**config.mk**
```make
export PLATFORM = sky130hd
export DESIGN_NAME = xlat_buf_top
export DESIGN_NICKNAME = d
export VERILOG_FILES = /design/src/rtl/xlat_buf_pkg.sv /design/src/rtl/xlat_buf_datapath.sv /design/src/rtl/xlat_buf_ctrl.sv /design/src/rtl/xlat_buf_top.sv
export SDC_FILE = /design/constraint.sdc
export NUM_CORES = 1
export LEC_CHECK = 0
export BUFFER_PORTS_ARGS = -buffer_cell sky130_fd_sc_hd__buf_4
export CAP_MARGIN = 10
export CORE_MARGIN = 10
export CORE_UTILIZATION = 45
export CTS_CLUSTER_SIZE = 24
export DETAILED_ROUTE_END_ITERATION = 8
export PLACE_DENSITY = 0.74
export SKIP_CTS_REPAIR_TIMING = 1
export SLEW_MARGIN = 20
export SYNTH_ARGS = -nofsm -noshare
export SYNTH_HDL_FRONTEND = slang
export SYNTH_HIERARCHICAL = 1
export SYNTH_SLANG_ARGS = --single-unit
export TNS_END_PERCENT = 20
```
**constraint.sdc**
```tcl
create_clock -name clk -period 14.71 [get_ports clk]
set_input_delay 3.6775 -clock clk [delete_from_list [all_inputs] [get_ports clk]]
set_output_delay 3.6775 -clock clk [all_outputs]
set_load 0.02 [all_outputs]
```
**src/rtl/xlat_buf_pkg.sv**
```systemverilog
package xlat_buf_pkg;
  // widest slot index the strobe struct carries (up to 256 slots)
  localparam int SLOT_W_MAX = 8;
  typedef logic [SLOT_W_MAX-1:0] slotIdx_t;

  // strobes from control to datapath
  typedef struct packed {
    logic     wrEn;    // write one slot this edge
    logic     clrAll;  // empty every slot this edge
    slotIdx_t slot;    // slot to write
  } xlatStrobe_t;
endpackage

```
**src/rtl/xlat_buf_datapath.sv**
```systemverilog
module xlat_buf_datapath
  import xlat_buf_pkg::*;
#(
  parameter int NUM_ENTRIES = 8,
  parameter int VPN_W       = 16,
  parameter int PPN_W       = 12,
  parameter int OFF_W       = 12
) (
  input  logic                   clk,
  input  logic                   rstN,
  input  logic                   lookupValid,
  input  logic [VPN_W-1:0]       lookupVpn,
  input  logic [OFF_W-1:0]       lookupOff,
  input  logic [VPN_W-1:0]       fillVpn,
  input  logic [PPN_W-1:0]       fillPpn,
  input  xlatStrobe_t            ctrl,
  output logic                   lookupHit,
  output logic                   lookupMiss,
  output logic [PPN_W+OFF_W-1:0] physAddr,
  output logic [NUM_ENTRIES-1:0] validVec,
  output logic [NUM_ENTRIES-1:0] fillMatch
);
  localparam int IDX_W = (NUM_ENTRIES > 1) ? $clog2(NUM_ENTRIES) : 1;

  logic [VPN_W-1:0]       tagQ [NUM_ENTRIES];
  logic [PPN_W-1:0]       ppnQ [NUM_ENTRIES];
  logic [NUM_ENTRIES-1:0] validQ;
  logic [NUM_ENTRIES-1:0] lookMatch;
  logic [PPN_W-1:0]       hitPpn;
  logic [IDX_W-1:0]       wrIdx;

  assign wrIdx    = ctrl.slot[IDX_W-1:0];
  assign validVec = validQ;

  // parallel compare of every slot, for lookup and for fill
  for (genvar i = 0; i < NUM_ENTRIES; i++) begin : g_cmp
    assign lookMatch[i] = validQ[i] && (tagQ[i] == lookupVpn);
    assign fillMatch[i] = validQ[i] && (tagQ[i] == fillVpn);
  end

  always_comb begin
    hitPpn = '0;
    for (int i = 0; i < NUM_ENTRIES; i++) begin
      if (lookMatch[i]) hitPpn = hitPpn | ppnQ[i];
    end
  end

  assign lookupHit  = lookupValid && (|lookMatch);
  assign lookupMiss = lookupValid && !(|lookMatch);
  assign physAddr   = lookupHit ? {hitPpn, lookupOff} : '0;

  always_ff @(posedge clk) begin
    if (!rstN) begin
      validQ <= '0;
    end else if (ctrl.clrAll) begin
      validQ <= '0;
    end else if (ctrl.wrEn) begin
      validQ[wrIdx] <= 1'b1;
    end
  end

  always_ff @(posedge clk) begin
    if (ctrl.wrEn && !ctrl.clrAll) begin
      tagQ[wrIdx] <= fillVpn;
      ppnQ[wrIdx] <= fillPpn;
    end
  end

  // hit and miss are exclusive and silent without a request
  p_hit_miss_excl_r2: assert property (@(posedge clk) disable iff (!rstN)
    !(lookupHit && lookupMiss) && (lookupValid || (!lookupHit && !lookupMiss)));

  // on a hit the offset passes through untouched
  p_offset_pass_r1: assert property (@(posedge clk) disable iff (!rstN)
    lookupHit |-> physAddr[OFF_W-1:0] == lookupOff);

  // a page number is never held in two slots
  p_no_dup_r6: assert property (@(posedge clk) disable iff (!rstN)
    $countones(fillMatch) <= 1);

  // a flush leaves every slot empty on the next cycle
  p_flush_empty_r7: assert property (@(posedge clk) disable iff (!rstN)
    ctrl.clrAll |=> validQ == '0);

  // a new page with room left lands in an empty slot
  p_free_first_r4: assert property (@(posedge clk) disable iff (!rstN)
    (ctrl.wrEn && !ctrl.clrAll && !(&validQ) && !(|fillMatch)) |-> !validQ[wrIdx]);
endmodule

```
**src/rtl/xlat_buf_ctrl.sv**
```systemverilog
module xlat_buf_ctrl
  import xlat_buf_pkg::*;
#(
  parameter int NUM_ENTRIES = 8
) (
  input  logic                   clk,
  input  logic                   rstN,
  input  logic                   fillValid,
  input  logic                   fillResident,
  input  logic                   flushAll,
  input  logic [NUM_ENTRIES-1:0] validVec,
  input  logic [NUM_ENTRIES-1:0] fillMatch,
  output xlatStrobe_t            ctrl
);
  localparam int IDX_W = (NUM_ENTRIES > 1) ? $clog2(NUM_ENTRIES) : 1;
  localparam logic [IDX_W-1:0] LAST_IDX = IDX_W'(NUM_ENTRIES - 1);

  logic [IDX_W-1:0] rrPtr;
  logic [IDX_W-1:0] matchIdx;
  logic [IDX_W-1:0] freeIdx;
  logic             anyMatch;
  logic             anyFree;
  logic             accept;
  logic             replacing;

  always_comb begin
    matchIdx = '0;
    for (int i = 0; i < NUM_ENTRIES; i++) begin
      if (fillMatch[i]) matchIdx = IDX_W'(i);
    end
  end

  // lowest empty slot: scan downwards so the lowest wins
  always_comb begin
    freeIdx = '0;
    for (int i = NUM_ENTRIES - 1; i >= 0; i--) begin
      if (!validVec[i]) freeIdx = IDX_W'(i);
    end
  end

  assign anyMatch  = |fillMatch;
  assign anyFree   = !(&validVec);
  assign accept    = fillValid && fillResident && !flushAll;
  assign replacing = accept && !anyMatch && !anyFree;

  always_comb begin
    ctrl        = '0;
    ctrl.clrAll = flushAll;
    ctrl.wrEn   = accept;
    if (anyMatch)     ctrl.slot = slotIdx_t'(matchIdx);
    else if (anyFree) ctrl.slot = slotIdx_t'(freeIdx);
    else              ctrl.slot = slotIdx_t'(rrPtr);
  end

  always_ff @(posedge clk) begin
    if (!rstN || flushAll) begin
      rrPtr <= '0;
    end else if (replacing) begin
      rrPtr <= (rrPtr == LAST_IDX) ? '0 : rrPtr + 1'b1;
    end
  end

  // a non-resident entry never produces a write
  p_reject_nonres_r3: assert property (@(posedge clk) disable iff (!rstN)
    (fillValid && !fillResident) |-> !ctrl.wrEn);

  // a flush suppresses a same-cycle write
  p_flush_wins_r7: assert property (@(posedge clk) disable iff (!rstN)
    flushAll |-> !ctrl.wrEn);

  // replacing while full keeps the buffer full
  p_full_stays_r5: assert property (@(posedge clk) disable iff (!rstN)
    (ctrl.wrEn && (&validVec)) |=> (&validVec));
endmodule

```
**src/rtl/xlat_buf_top.sv**
```systemverilog
module xlat_buf_top
  import xlat_buf_pkg::*;
#(
  parameter int NUM_ENTRIES = 8,
  parameter int VPN_W       = 16,
  parameter int PPN_W       = 12,
  parameter int OFF_W       = 12
) (
  input  logic                   clk,
  input  logic                   rstN,
  input  logic                   lookupValid,
  input  logic [VPN_W+OFF_W-1:0] lookupVaddr,
  output logic                   lookupHit,
  output logic                   lookupMiss,
  output logic [PPN_W+OFF_W-1:0] physAddr,
  input  logic                   fillValid,
  input  logic [VPN_W-1:0]       fillVpn,
  input  logic [PPN_W-1:0]       fillPpn,
  input  logic                   fillResident,
  input  logic                   flushAll
);
  xlatStrobe_t            ctrl;
  logic [NUM_ENTRIES-1:0] validVec;
  logic [NUM_ENTRIES-1:0] fillMatch;

  xlat_buf_ctrl #(.NUM_ENTRIES(NUM_ENTRIES)) u_ctrl (
    .clk          (clk),
    .rstN         (rstN),
    .fillValid    (fillValid),
    .fillResident (fillResident),
    .flushAll     (flushAll),
    .validVec     (validVec),
    .fillMatch    (fillMatch),
    .ctrl         (ctrl)
  );

  xlat_buf_datapath #(
    .NUM_ENTRIES (NUM_ENTRIES),
    .VPN_W       (VPN_W),
    .PPN_W       (PPN_W),
    .OFF_W       (OFF_W)
  ) u_dp (
    .clk         (clk),
    .rstN        (rstN),
    .lookupValid (lookupValid),
    .lookupVpn   (lookupVaddr[VPN_W+OFF_W-1:OFF_W]),
    .lookupOff   (lookupVaddr[OFF_W-1:0]),
    .fillVpn     (fillVpn),
    .fillPpn     (fillPpn),
    .ctrl        (ctrl),
    .lookupHit   (lookupHit),
    .lookupMiss  (lookupMiss),
    .physAddr    (physAddr),
    .validVec    (validVec),
    .fillMatch   (fillMatch)
  );

  // no hit in the first cycle after reset
  p_reset_empty_r8: assert property (@(posedge clk)
    $rose(rstN) |-> !lookupHit);
endmodule

```
==> results.toml <==
[setup_path]
arrival_ns = 6.52
cp_data_required_time_ns = 11.03
critPathLaunchType = "input port"
cp_num_buf_inv = 2
cp_slowest_stage_delay_ns = 0.87
worst_path_most_repeated_cell = "buf_4"
end_kind = "output port"
path_cells = "buf_4 -> xor2_1 -> nor4_1 -> nand4_1 -> nor2_1 -> a22oi_1 -> a31oi_2 -> buf_4"
critical_path.top_delay_family = "simple AND/OR/NAND/NOR gates"
worstSetupPathType = "input port to output port"
crit_fanout = 12
cp_slowest_cell = "nor2_1"

[place]
dp_slack_ns = 4.68
post_dp_cell_area_um2 = 12300
hpwlAfterDp_mm = 20.8
io_buffers = 87
routabilityCongestion = 0.955

[floorplanning]
die_width_um = 179
design.die.area_um2 = 32200
io_pins = 88
initial_core_util_pct = 45.5
die_height_um = 179
coreArea_um2 = 25100
num_rows = 58

[job]
drv_cap = 0

[pwr]
leakage_nw = 4.40
power.total_mw = 1.46
ir_drop_mv = 0.0719
powerDensity_nw_per_um2 = 111

[finish]
diodes = 0
final_cell_mix = "edfxtp_1, xor2_1, xnor2_1, buf_4, inv_1"
utilization_pct = 52.4
layout_commonest_cell = "edfxtp_1"
final_nets = 1011
area_growth_pct = 15.1
drive_above_1_share_pct = 16.6
fin_area_um2 = 13200

[route]
first_pass_iters = 5
drt_first_iter_violations = 999
wl_per_cell_um = 24.1
vias = 7488
ant_nets = 0
viasPerCell = 5.78
drt_wl_total_mm = 31.2
route.detailed.drc = 0

[timing]
fin_setup_tns_ns = 0
setup_violations = 0
relSlewSlack_pct = 23.1
tightest_slew_ns = 1.15
setup_slack_ns = 4.51
hold_violations = 0
skew_ns = 0.00772
period_share_pct = 69.3
report.final.slew_viol_count = 0
fmax_ghz = 0.0981
grt_setup_unrepaired = "false"
finalCriticalPeriod_ns = 10.20

[clock_network]
cts.htree.levels = 1
cts.clk_slew.worst_paths_ns = 0.06
cts_buffers = 25
cts_buffer_depth = 3
clock-root-buffer = "clkbuf_16"
clock_sinks = 235
cts_tree = "yes"
clk_latency_ns = 0.53

[global_routing]
gr-total-overflow = 0
grt_pass1_wl_mm = 46.3
gr-usage-all-layers_pct = 19.1
grt_pass1_vias = 7102
grt_start_max_net_pins = 29
antenna_found_initial = 0

[yosys]
syn_avg_cell_area_um2 = 13.1
synth_nets = 936
yosys_warnings = 6
syn_inst = 872
syn_area_um2 = 11400

[hold_path]
hp-class = "register to register"

[outcome]
status = "finished clean"
[state kept, by name, indices dropped and copies added, names as in the netlist]
signal and cells:
u_ctrl/rrPtr 3, u_dp/tagQ 128, u_dp/ppnQ 96, u_dp/validVec 8
[where the power goes]
group / total, mW / leakage (nW) / switching, mW / internal, mW
sequential: 0.735 / 2.10 / 0.00110 / 0.734
combinational: 0.0850 / 1.89 / 0.0532 / 0.0318
clock: 0.635 / 0.405 / 0.254 / 0.381
[final cells by class]
type,count,area [um^2]
clock inverter,16,181
fill,2141,12000
clock buffer,29,641
sequential,235,6950
timing repair buffer,98,736
inverter,52,195
tap,330,413
multi-input combinational,535,4050
[tightest hold or removal path, cell delays in order, from the launching register on]
cell and delay (ns):
dfxtp_1 0.33, o21ai_0 0.07, a21oi_1 0.06
[stage by stage]
stage | hold slack (ns) | cells
after CTS | 0.512 | 1295
after global routing | 0.529 | 1295
after floorplan | 0.466 | 872
after detailed placement | 0.503 | 1250
final | 0.512 | 1295
after global placement | 0.486 | 1250
[metal layers]
| layer | vias to the layer above | routed length (um) | GRT usage [%] |
|---|---|---|---|
| li1 | 3313 | - | - |
| met3 | 31 | 2810 | 2.85 |
| met5 | - | 0 | 0 |
| met2 | 367 | 14300 | 28.9 |
| met1 | 3777 | 13700 | 28.6 |
| met4 | 0 | 382 | 3.72 |
[worst paths after layout]
| kind | start | end | slack, ns | depth (start not counted) |
|---|---|---|---|---|
| worst max-delay path | lookupVaddr[22] | physAddr[21] | 4.51 | 8 |
| worst min-delay path | u_ctrl/rrPtr[2]$_SDFFE_PP0P_ | u_ctrl/rrPtr[2]$_SDFFE_PP0P_ | 0.51 | 2 |
| worst max register to register | u_dp/tagQ[3][15]$_DFFE_PP_ | u_dp/tagQ[1][12]$_DFFE_PP_ | 10.40 | 10 |
| worst min register to register | u_ctrl/rrPtr[2]$_SDFFE_PP0P_ | u_ctrl/rrPtr[2]$_SDFFE_PP0P_ | 0.51 | 2 |
Power figures use the tool's default switching activity.
